## src/rtl/flash_arb_pkg.sv

```systemverilog
package flash_arb_pkg;
  typedef enum logic [1:0] {
    ST_CMD   = 2'd0,
    ST_FLUSH = 2'd1,
    ST_ENG   = 2'd2
  } own_state_t;
endpackage

```

## src/rtl/flush_edge.sv

```systemverilog
module flush_edge (
  input  logic clk,
  input  logic rst_n,
  input  logic flush_i,
  input  logic auto_i,
  output logic inval_o
);
  logic prev_q;
  logic inv_q;

  always_ff @(posedge clk or negedge rst_n) begin
    if (!rst_n) begin
      prev_q <= 1'b0;
      inv_q  <= 1'b1;
    end else begin
      prev_q <= flush_i;
      inv_q  <= (flush_i & ~prev_q) | auto_i;
    end
  end

  assign inval_o = inv_q;

  // a level held high over two edges, with no handover flush, gives no pulse
  a_r6_level_quiet: assert property (@(posedge clk) disable iff (!rst_n)
    (flush_i && prev_q && !auto_i) |=> !inval_o);
endmodule

```

## src/rtl/own_fsm.sv

```systemverilog
module own_fsm
  import flash_arb_pkg::*;
(
  input  logic clk,
  input  logic rst_n,
  input  logic own_cmd_i,
  input  logic wlock_i,
  input  logic cmd_busy_i,
  input  logic eng_busy_i,
  input  logic bus_idle_i,
  output logic auto_flush_o,
  output logic sel_eng_o,
  output logic flushing_o
);
  own_state_t state_q, state_d;
  logic go_eng, go_cmd;

  assign go_eng = !own_cmd_i && !wlock_i && !cmd_busy_i && !eng_busy_i && bus_idle_i;
  assign go_cmd = own_cmd_i && !eng_busy_i && bus_idle_i;

  always_comb begin
    state_d = state_q;
    case (state_q)
      ST_CMD:   if (go_eng) state_d = ST_FLUSH;
      ST_FLUSH: state_d = go_eng ? ST_ENG : ST_CMD;
      ST_ENG:   if (go_cmd) state_d = ST_CMD;
      default:  state_d = ST_CMD;
    endcase
  end

  always_ff @(posedge clk or negedge rst_n) begin
    if (!rst_n) state_q <= ST_CMD;
    else        state_q <= state_d;
  end

  assign auto_flush_o = (state_q == ST_CMD) && go_eng;
  assign sel_eng_o    = (state_q == ST_ENG);
  assign flushing_o   = (state_q == ST_FLUSH);

  // a busy direct-command owner keeps the bus
  a_r3_cmd_holds: assert property (@(posedge clk) disable iff (!rst_n)
    (!sel_eng_o && (cmd_busy_i || eng_busy_i)) |=> !sel_eng_o);
  // a busy read engine keeps the bus
  a_r4_eng_holds: assert property (@(posedge clk) disable iff (!rst_n)
    (sel_eng_o && eng_busy_i) |=> sel_eng_o);
  // write lock pins ownership to the direct-command port
  a_r5_wlock_holds: assert property (@(posedge clk) disable iff (!rst_n)
    (!sel_eng_o && wlock_i) |=> !sel_eng_o);
endmodule

```

## src/rtl/flash_owner_arb.sv

```systemverilog
module flash_owner_arb #(
  parameter int NBUF = 2
) (
  input  logic            clk,
  input  logic            rst_n,
  input  logic            own_cmd_i,
  input  logic            wlock_i,
  input  logic [NBUF-1:0] flush_i,
  input  logic            cmd_busy_i,
  input  logic            eng_busy_i,
  input  logic            cmd_cs_n_i,
  input  logic            eng_cs_n_i,
  output logic            sel_eng_o,
  output logic            busy_o,
  output logic [NBUF-1:0] inval_o
);
  logic bus_idle;
  logic auto_flush;
  logic flushing;

  assign bus_idle = cmd_cs_n_i && eng_cs_n_i;

  own_fsm u_fsm (
    .clk          (clk),
    .rst_n        (rst_n),
    .own_cmd_i    (own_cmd_i),
    .wlock_i      (wlock_i),
    .cmd_busy_i   (cmd_busy_i),
    .eng_busy_i   (eng_busy_i),
    .bus_idle_i   (bus_idle),
    .auto_flush_o (auto_flush),
    .sel_eng_o    (sel_eng_o),
    .flushing_o   (flushing)
  );

  for (genvar gi = 0; gi < NBUF; gi++) begin : g_buf
    flush_edge u_edge (
      .clk     (clk),
      .rst_n   (rst_n),
      .flush_i (flush_i[gi]),
      .auto_i  (auto_flush),
      .inval_o (inval_o[gi])
    );
  end

  assign busy_o = eng_busy_i || flushing;

  // the mux select moves only after an edge with both chip-selects idle
  a_r8_switch_idle: assert property (@(posedge clk) disable iff (!rst_n)
    !$stable(sel_eng_o) |-> $past(cmd_cs_n_i && eng_cs_n_i));
  // ownership reaches the read engine only after a full invalidate cycle
  a_r9_flush_first: assert property (@(posedge clk) disable iff (!rst_n)
    $rose(sel_eng_o) |-> $past(&inval_o));
endmodule

```

## config.mk

```make
export PLATFORM = sky130hd
export DESIGN_NAME = flash_owner_arb
export DESIGN_NICKNAME = d
export VERILOG_FILES = /design/src/rtl/flash_arb_pkg.sv /design/src/rtl/flush_edge.sv /design/src/rtl/own_fsm.sv /design/src/rtl/flash_owner_arb.sv
export SDC_FILE = /design/constraint.sdc
export NUM_CORES = 1
export LEC_CHECK = 0
export ABC_AREA = 1
export BUFFER_PORTS_ARGS = -buffer_cell sky130_fd_sc_hd__buf_4
export CAP_MARGIN = 10
export CELL_PAD_IN_SITES_DETAIL_PLACEMENT = 1
export CELL_PAD_IN_SITES_GLOBAL_PLACEMENT = 1
export CORE_AREA = 2 2 39 41
export DETAILED_ROUTE_END_ITERATION = 8
export DIE_AREA = 0 0 41 43
export PLACE_DENSITY = 0.67
export RECOVER_POWER = 100
export SLEW_MARGIN = 0
export SYNTH_ARGS = -nofsm -noshare
export SYNTH_HDL_FRONTEND = slang
export SYNTH_SLANG_ARGS = --single-unit
export TNS_END_PERCENT = 10
```

## constraint.sdc

```tcl
create_clock -name clk -period 1.6 [get_ports clk]
set_input_delay 0.08 -clock clk [delete_from_list [all_inputs] [get_ports clk]]
set_output_delay 0.08 -clock clk [all_outputs]
set_load 0.005 [all_outputs]
```

### Word-level counts from Yosys, hierarchy flattened

Cells that the tools add are included.

* reductions and logical operators: 15
* equal/unequal tests: 4
* bitwise gates (word level): 6
* muxes and demuxes: 4

Operators with widths (number)
* logical AND 1 bit: 8
* 2-to-1 mux 2 bit: 3
* one-hot mux 2 bit (3 select lines): 1
* zero test 1 bit: 4
* inequality test 2 x 1 -> 1 bit, second input constant: 2
* AND 1 bit: 2
* == test 2 x 1 -> 1 bit, second input constant: 1
* == test 2 bit, second input constant: 1
* zero test 2 bit: 1
* inverter 1 bit: 2
* OR 1 bit: 2
* AND reduction 2 bit: 1
* logical OR 1 bit: 1

* output and inout bits: 4
* bits of input ports: 10
* register bits: 6

### Depth between registers and ports, before layout

* word-level depth: 7
* depth in mapped cells: 4
* gate-level depth less buffers: 4

### By module

From an unflattened synthesis, not the netlist that was laid out.

* cell total of the unflattened synthesis: 37
* area, all modules: 275.3 um2

Modules (own cells, without submodules)
* flush_edge: times used 2, sequential area each 51.3 um2, area each 66.3 um2, cells an instance 6
* own_fsm: times used 1, sequential area each 50.0 um2, area each 123.9 um2, cells an instance 20
* flash_owner_arb: times used 1, sequential area each 0.0 um2, area each 18.8 um2, cells an instance 5

### Worst setup path after synthesis

OpenSTA, ideal clock, no wires.

* kind: reg2reg
* from: register u_fsm.state_q[0]
* to: register g_buf[0].u_edge.inv_q
* path slack: 0.865 ns
* buffers on the path: 0
* setup time: 0.061 ns
* arrival time: 0.675 ns
* cell stages (with the launch flop): 4
* clock period less this slack: 0.735 ns
* data required time: 1.539 ns
* path through: dfrtp_1 -> nor2_1 -> nand4_1 -> nand2_1

* cells in the longest elaborated chain, start to end: 3

RTL lines
* start, declared: RTL line own_fsm.sv:15 `own_state_t state_q, state_d;`
* start signal, assigned: RTL line own_fsm.sv:33 `else state_q <= state_d;`
* zero test 2 bit: RTL line own_fsm.sv:36 `assign auto_flush_o = (state_q == ST_CMD) && go_eng;`
* logical AND 1 bit: RTL line own_fsm.sv:36
* OR 1 bit: RTL line flush_edge.sv:17 `inv_q <= (flush_i & ~prev_q) | auto_i;`
* end signal, assigned: RTL line flush_edge.sv:17
* end, declared: RTL line flush_edge.sv:9 `logic inv_q;`

No other way between the ends.
A chain may end at the register's enable or synchronous reset.

### Final worst setup path

* from: register u_fsm.state_q[1]
* to: output busy_o

* cells in the longest elaborated chain, start to end: 2

RTL lines
* == test 2 x 1 -> 1 bit: RTL line own_fsm.sv:38 `assign flushing_o = (state_q == ST_FLUSH);`
* logical OR 1 bit: RTL line flash_owner_arb.sv:46 `assign busy_o = eng_busy_i || flushing;`
* end, declared: RTL line flash_owner_arb.sv:14 `output logic busy_o,`

No other way between the ends.

==> metrics <==
status=complete, no violations; Initial Util=a little over a fifth; Setup crit end kind=primary output; clk buf depth=2; post-synth cell types=14; worst r2r src=u_fsm.state_q[0]$_DFFE_PN0P_; commonest non-fill, non-tap cells in the layout=buf_4 (8), nand2_1 (7), clkbuf_4 (7); CTS root buffer=clkbuf_4; fin crit share=66.6%; Yosys top cell by area=dfrtp_1; Max VDD drop=roughly 0.34 mV; die area=about 1800 um^2; worst slew pin tran=around 330 ps; fin crit period=roughly 1100 ps; # IOs=14; Final Hold Violating Endpoints=0; sequential cell area=between 150 and 200 um^2; Critical Path RT=between 1500 and 2000 ps; CORE AREA=between 1000 and 1500 um^2; Synth Net Count=44; CTS tree=yes; Crit Path Max Fanout=4; Post-Route WL=602 um; pin count of the biggest net entering global routing=7; Ys Warns=0; power after layout=~0.37 mW; WL/cell=just under 9 um; routed vias=~260; Max Freq=approximately 0.94 GHz; max_cap viols=0; Inserted Clock Buffers=3; Die X=between 40 and 50 um; commonest non-fill, non-tap cell in the layout=buf_4; M1 GR Usage=10.5%; growth of design area from synthesis to finish=50.0%; total track usage=around 8.6%; share of layout cells above drive strength 1=between 30% and 40%; Max-Slew Margin vs Limit=between 70% and 80%; Hold EP=u_fsm.state_q[0]$_DFFE_PN0P_; Port Buffer Count=13; Cells after Synth=34; Multi-input gate area=93.8 um^2; CTS clk-pin slew, worst paths=60 ps; Reg2Reg Setup Slack=roughly 780 ps; Slew Limit Fails=0; WHS Path Cells=4; Final TNS setup=0 ps; reg-to-reg endpoint=g_buf[0].u_edge.inval_o$_DFF_PN1_; register area share after synthesis=around 52%; RSZ-0062 raised after global routing=no; Die Y=43 um; final global-route overflow total=0; power density over the cells=between 800 and 900 nW/um^2; Worst Hold Class=primary input to register; HP Start=cmd_busy_i; initial antenna violation count=0; Resized Gates After CTS=0; Avg Cell Area, Syn=8.68 um^2; first-pass GRT wire length=just under 1 mm; Total Nets Final=63; vias in the first global route=approximately 260; top post-synthesis cells by area=dfrtp_1 (34%), dfstp_2 (18%), nand2_1 (8.9%); DRC=0; kind of start point of the critical path=register; clk_lat worst skew=between 200 and 300 ps; Fill cells=168; global routing usage on met2=11.9%; met3 Usage GRT=about 3.1%; Yosys top cell area share=33.9%; # rows=14; cells on worst reg2reg path=3; Antenna Cells=0; Detailed Route Iter0 Violations=1; gr busiest metal=met2; Placer Congestion=about 0.69; synthesized area=between 200 and 300 um^2; critical path type=register to primary output; H-tree levels=1; clock skew=between 15 and 20 ps; sink count of the clock tree=6; vias per cell=slightly below 4; worst path arrival time=a little under 1000 ps; P_leak=roughly 0.24 nW; antenna viol nets, final=0; Pre-Repair DR Iteration Count=2; dpl hpwl=about 480 um; FF+latch count, synth=6; Final setup viols=0
==> per-stage QoR <==
step | instances | setup WS, ps | area (um^2) | hold WS (ps) | util [%]
2_1_floorplan | 34 | 865 | 295 | -216 | -
3_3_place_gp | 61 | 821 | 398 | -110 | 28.8
3_5_place_dp | 61 | 811 | 398 | -108 | 28.8
4_1_cts | 68 | 560 | 454 | 67.4 | 32.8
5_1_grt | 68 | 482 | 443 | 72.7 | 32.0
6_report | 68 | 535 | 443 | 57.5 | 32.0
==> state kept, by name, summed over array words and instances (netlist names) <==
register	cells
u_fsm.state_q	2
g_buf.u_edge.prev_q	2
g_buf.u_edge.inval_o	2
==> critical path, stage by stage (launching register included) <==
cell     delay [ps]
dfrtp_1         410
o21ai_0         190
buf_4           140
==> worst max-delay path by stage <==
stage	startpoint	to	slack, ps	cells after the start
after CTS	u_fsm.state_q[1]$_DFFE_PN0P_	busy_o	560	2
after detailed placement	u_fsm.state_q[0]$_DFFE_PN0P_	g_buf[1].u_edge.inval_o$_DFF_PN1_	810	3
after floorplan	u_fsm.state_q[0]$_DFFE_PN0P_	g_buf[0].u_edge.inval_o$_DFF_PN1_	860	3
after global routing	u_fsm.state_q[1]$_DFFE_PN0P_	busy_o	480	2
after global placement	u_fsm.state_q[0]$_DFFE_PN0P_	g_buf[0].u_edge.inval_o$_DFF_PN1_	820	3
final	u_fsm.state_q[1]$_DFFE_PN0P_	busy_o	530	2
==> per-layer routing <==
layer,part of all wire (%),up-vias
li1,-,136
met1,44,118
met2,50,7
met3,4.0,2
met4,2.0,0
met5,0,-
==> repair_timing <==
action	CTS	global route
buffers inserted	0	0
endpoints found under the setup margin	0	0
hold endpoints to repair	8	0
hold buffers	3	0
==> layout make-up <==
cell class	count	share of cell area, %
Multi-Input combinational cell	19	21.2
Timing Repair Buffer	16	28.0
Clock buffer	4	5.93
Inverter	7	5.93
Tap cell	16	4.52
Sequential cell	6	34.5
==> synth_stat cells (all sizes together) <==
| master | n |
|---|---|
| buf | 2 |
| dfrtp | 4 |
| dfstp | 2 |
| inv | 7 |
| nand2 | 8 |
| nand3 | 1 |
| nand4 | 2 |
| nor2 | 5 |
| nor3b | 1 |
| o21ai | 2 |
==> power by group <==
group          switching, mW  total, mW  internal [mW]
combinational         0.0207     0.0484         0.0277
clock                 0.0646      0.160         0.0951
sequential           0.00152      0.161          0.160
==> cell families (layout without fill, tap and decap cells) <==
logic type      Yosys count  after routing  synth area share, %
buf+inv                   9             27                 14.0
compound gates            2              2                 3.39
simple gates             17             17                 30.9
flops                     6              6                 51.7
Power figures use the tool's default switching activity.
